$ cat src/rtl/vec_xfer_seq.sv
module vec_xfer_seq #(
  parameter int LANES  = 16,
  parameter int LANE_W = 32,
  parameter int ADDR_W = 32
) (
  input  logic                      clk,
  input  logic                      rst_n,
  input  logic                      req_valid,
  input  logic                      req_store,
  input  logic [1:0]                req_mode,
  input  logic [ADDR_W-1:0]         req_base,
  input  logic [ADDR_W-1:0]         req_stride,
  input  logic [LANES*ADDR_W-1:0]   req_ptrs,
  input  logic [LANES*LANE_W-1:0]   req_data,
  input  logic [LANES-1:0]          req_mask,
  output logic                      busy,
  output logic                      mem_valid,
  input  logic                      mem_ready,
  output logic                      mem_wide,
  output logic                      mem_store,
  output logic                      mem_full_line,
  output logic [ADDR_W-1:0]         mem_addr,
  output logic [$clog2(LANES)-1:0]  mem_lane,
  output logic [LANES*LANE_W-1:0]   mem_data,
  output logic [LANES-1:0]          mem_wmask
);
  localparam int IDX_W     = $clog2(LANES);
  localparam int REG_BYTES = LANES * LANE_W / 8;
  localparam int ALIGN_W   = $clog2(REG_BYTES);
  localparam int ELEM_B    = LANE_W / 8;
  localparam logic [IDX_W-1:0] LAST = IDX_W'(LANES - 1);

  logic                     act, wide_r, store_r, scat_r;
  logic [IDX_W-1:0]         lane_r;
  logic [ADDR_W-1:0]        addr_r, stride_r;
  logic [LANES*ADDR_W-1:0]  ptrs_r;
  logic [LANES*LANE_W-1:0]  data_r;
  logic [LANES-1:0]         mask_r;

  wire accept  = req_valid && !act;
  wire aligned = (req_base[ALIGN_W-1:0] == '0);
  wire take    = !mem_valid || mem_ready;

  always_ff @(posedge clk) begin
    if (!rst_n) begin
      act      <= 1'b0;
      wide_r   <= 1'b0;
      store_r  <= 1'b0;
      scat_r   <= 1'b0;
      lane_r   <= '0;
      addr_r   <= '0;
      stride_r <= '0;
      ptrs_r   <= '0;
      data_r   <= '0;
      mask_r   <= '0;
    end else if (accept) begin
      act      <= 1'b1;
      wide_r   <= (req_mode == 2'd0) && aligned;
      store_r  <= req_store;
      scat_r   <= (req_mode == 2'd2);
      lane_r   <= '0;
      addr_r   <= req_base;
      stride_r <= (req_mode == 2'd0) ? ADDR_W'(ELEM_B) : req_stride;
      ptrs_r   <= req_ptrs;
      data_r   <= req_data;
      mask_r   <= req_mask;
    end else if (act && take) begin
      if (wide_r || lane_r == LAST) begin
        act <= 1'b0;
      end else begin
        lane_r <= lane_r + IDX_W'(1);
        addr_r <= addr_r + stride_r;
      end
    end
  end

  wire [LANE_W-1:0] lane_data = data_r[lane_r*LANE_W +: LANE_W];
  wire [ADDR_W-1:0] lane_ptr  = ptrs_r[lane_r*ADDR_W +: ADDR_W];

  assign busy          = act;
  assign mem_valid     = act && (wide_r ? |mask_r : mask_r[lane_r]);
  assign mem_wide      = wide_r;
  assign mem_store     = store_r;
  assign mem_full_line = mem_valid && wide_r && store_r && (&mask_r);
  assign mem_lane      = wide_r ? '0 : lane_r;
  assign mem_addr      = (scat_r && !wide_r) ? lane_ptr : addr_r;
  assign mem_data      = wide_r ? data_r : {{((LANES-1)*LANE_W){1'b0}}, lane_data};
  assign mem_wmask     = wide_r ? mask_r : (LANES'(1) << lane_r);

  assert_idle_quiet_R1: assert property (@(posedge clk) disable iff (!rst_n)
    !busy |-> !mem_valid);

  assert_wide_aligned_R4: assert property (@(posedge clk) disable iff (!rst_n)
    mem_valid && mem_wide |-> (mem_addr[ALIGN_W-1:0] == '0) && (mem_lane == '0));

  assert_full_line_only_full_store_R5: assert property (@(posedge clk) disable iff (!rst_n)
    mem_full_line |-> mem_wide && mem_store && (&mem_wmask));

  assert_rollback_hold_R8: assert property (@(posedge clk) disable iff (!rst_n)
    mem_valid && !mem_ready |=> mem_valid && $stable(mem_addr) && $stable(mem_lane)
                                && $stable(mem_data));

  assert_lane_order_R2: assert property (@(posedge clk) disable iff (!rst_n)
    busy && !mem_wide && (!mem_valid || mem_ready) && mem_lane != LAST
      |=> busy && (mem_lane == $past(mem_lane) + IDX_W'(1)));

  assert_busy_release_R9: assert property (@(posedge clk) disable iff (!rst_n)
    busy && mem_valid && mem_ready && (mem_wide || mem_lane == LAST) |=> !busy);
endmodule

$ cat config.mk
export PLATFORM = sky130hd
export DESIGN_NAME = vec_xfer_seq
export DESIGN_NICKNAME = d
export VERILOG_FILES = /design/src/rtl/vec_xfer_seq.sv
export SDC_FILE = /design/constraint.sdc
export NUM_CORES = 2
export LEC_CHECK = 0
export BUFFER_PORTS_ARGS = -buffer_cell sky130_fd_sc_hd__buf_4
export CAP_MARGIN = 20
export CORE_AREA = 2 2 658 660
export DETAILED_ROUTE_END_ITERATION = 12
export DIE_AREA = 0 0 660 662
export GPL_TIMING_DRIVEN = 0
export MAX_ROUTING_LAYER = met4
export SKIP_LAST_GASP = 1
export SYNTH_ARGS = -nofsm -noshare
export SYNTH_HDL_FRONTEND = slang
export SYNTH_SLANG_ARGS = --single-unit
$ cat constraint.sdc
create_clock -name clk -period 4 [get_ports clk]
set_clock_uncertainty 0.15 [all_clocks]
set_input_delay 0.8 -clock clk [delete_from_list [all_inputs] [get_ports clk]]
set_output_delay 0.8 -clock clk [all_outputs]
set_load 0.03 [all_outputs]
==> out/metrics.yaml <==
wl_per_cell_um: 38.1
dp_cells: 13600
hold_violations: 0
setup-violations-final: 65
timing.final.crit_share_pct: 117
grt_first_pass_wirelength_um: 675000
num_vias: 61700
drt_iter0_drc: 7218
cp_max_fo: 7
peakVddDrop_v: 0.000330
clk_latency_ps: 830
worst_slew_pin_slew_ps: 1270
path_clk_slew_ps: 60
r2r-end: "data_r[274]"
hold_class: "in -> reg"
start_util_pct: 12.0
worstHoldStart: "req_data[71]"
drt-pass1-iter-count: 8
viasPerCell: 4.20
totalWireLength_um: 560000
r2r_start: "busy"
cp-end-kind: "primary output"
leakage_nw: 33.2
r2r_cells: 7
die_h_um: 662
ys_seq_area_share_pct: 43.0
seq_area_mm2: 0.0223
grt_pass1_vias: 57600
cp-start-kind: "flop"
synth_edf_count: 0
coreArea_mm2: 0.430
clockBufferDepth: 4
relSlewSlack_pct: 15.4
whs_endpoint: "data_r[71]"
final-max-slew-violation-count: 0
hold_ws_ps: 65.7
rsz0062_at_grt: "yes"
cp.required_ps: 3050
grt_util_all_layers_pct: 25.1
grt_max_degree: 15
clock_sinks: 1112
yosysWarnings: 0
crit_type: "reg -> out"
fmax_mhz: 214
cts_root_buffer: "clkbuf_16"
avgSynthCellArea_um2: 8.36
drive_gt1_share_pct: 29.7
synthArstFlopShare_pct: 0
fin_util_pct: 19.8
stdcell_area_mm2: 0.0849
p_per_area_mw_per_mm2: 393
design.portCount: 1680
dieWidth_um: 660
whs_path_depth: 3
syn-num-nets: 7339
ys.flop_type: "dfxtp_1"
nets: 9718
place_congestion: 1.21
syn-cell-area_mm2: 0.0517
instances_no_fill: 14700
timing.reg2reg.setup_slack_ps: -40
numCtsBuffers: 145
grt_antenna_before_repair: 412
place_area_mm2: 0.0722
gr-total-overflow: 0
synthToLayoutAreaGrowth_pct: 64.1
nFillCells: 48100
fin_crit_ps: 4660
status: "complete, but fails checks"
port_buffers: 1678
row_count: 241
setup_slack_ps: -664
arrival_ps: 3710
drcViolationCount: 0
maxCapViolations: 0
htreeDepth: 4
postRouteAntennaNets: 0
tritoncts: "built"
synthCells: 6190
violations: "setup timing"
dieArea_mm2: 0.437
dpl.hpwl_um: 494000
yosysUniqueCellTypes: 63
ys_ff_latch: 1112
multi_input_area_mm2: 0.0278
==> cell families (layout without fill, tap and decap cells) <==
logic type / after synthesis / count (layout) / share of synthesized area (%)
AOI/OAI and AO/OA: 1321 / 1321 / 13.9
xor gates and xnor gates: 21 / 21 / 0.356
adders and majority gates: 38 / 38 / 0.934
buffers and inverters: 537 / 3027 / 4.19
DFF: 1112 / 1112 / 43.0
muxes: 409 / 409 / 14.8
other: 0 / 308 / 0
and+or+nand+nor: 2752 / 2752 / 22.7
==> cells in the mapped netlist, types with 13 or more instances <==
cell,number,area (um^2)
nand2_1,2139,8030
dfxtp_1,1112,22300
a21oi_1,1080,5410
and2_1,485,3030
clkbuf_1,457,1720
mux4_2,282,6350
mux2i_1,82,821
o21ai_0,48,240
o211ai_1,47,353
mux2_2,45,507
nor2_1,41,154
ha_1,37,463
a22o_1,35,307
a21o_1,25,188
buf_2,24,120
buf_1,23,86.3
a22oi_1,21,158
a31oi_1,18,113
xnor2_1,15,131
buf_6,14,158
nand3_1,13,65.1
==> registers in the layout, summed over array words and instances (netlist names) <==
signal,count
scat_r,1
data_r,512
busy,1
stride_r,32
mem_store,1
lane_r,4
ptrs_r,512
mem_wide,1
mask_r,16
addr_r,32
==> layout make-up <==
cell class              instances  area share, %
diodes                        308          0.908
plain buffers                 516           3.33
clock buffers                 194           4.84
clock inverters                64          0.955
inverters                      14         0.0781
multi-input cells            4541           32.8
flip-flops and latches       1112           26.2
well taps                    5710           8.42
repair buffers               2239           22.5
==> critical path, stage by stage, from the launching register on <==
cell	delay, ps
dfxtp_4	370
buf_12	140
buf_16	150
buf_16	180
buf_16	180
mux4_2	650
mux4_2	660
mux2_4	310
buf_6	150
==> cells in the final DEF (no fill, tap or decap), types with 66 or more instances in the layout <==
master,synthesis,routed
and2_1,485,483
mux2i_1,82,66
mux4_2,282,282
dlygate4sd3_1,0,421
nand2_1,2139,2139
buf_6,14,83
clkbuf_16,0,155
buf_4,5,1675
clkbuf_1,457,397
a21oi_1,1080,1080
diode_2,0,308
dfxtp_1,1112,1109
==> stage by stage <==
stage	power, mW	worst slack (ps)	setup TNS, ps
after detailed placement	18.5	-2190	-119910
after global placement	18.4	-2630	-1985110
final	33.3	-664	-31610
after global routing	34.1	-684	-35730
after CTS	33.4	-786	-46670
after floorplan	14.8	493	0
==> metal layers <==
metal	vias to the layer above	GRT usage (%)	wire length, um
li1	26200	-	-
met1	30700	28.9	216000
met2	3947	38.7	251000
met3	954	7.49	53000
met4	0	14.8	39900
met5	-	-	0
==> power by group <==
group	internal [mW]	switching, mW
registers	11.8	0.946
logic	2.60	3.88
clock network	8.07	6.05
==> repair_timing <==
action,CTS,global route
pin swaps,20,15
gates resized for setup,369,120
endpoints found under the setup margin,526,106
hold endpoints to repair,421,0
buffers inserted,66,29
hold buffers,421,0
gates cloned,8,4
==> worst max-delay path by stage <==
stage	start	slack (ps)	endpoint
finish	lane_r[0]	-660	mem_addr[26]
global route	lane_r[0]	-680	mem_addr[26]
CTS	lane_r[0]	-790	mem_addr[8]
detailed placement	lane_r[1]	-2190	mem_data[29]
global placement	lane_r[1]	-2630	mem_data[25]
floorplan	mem_wide	490	mem_full_line
Note: power is estimated with default switching activity, not from simulation.
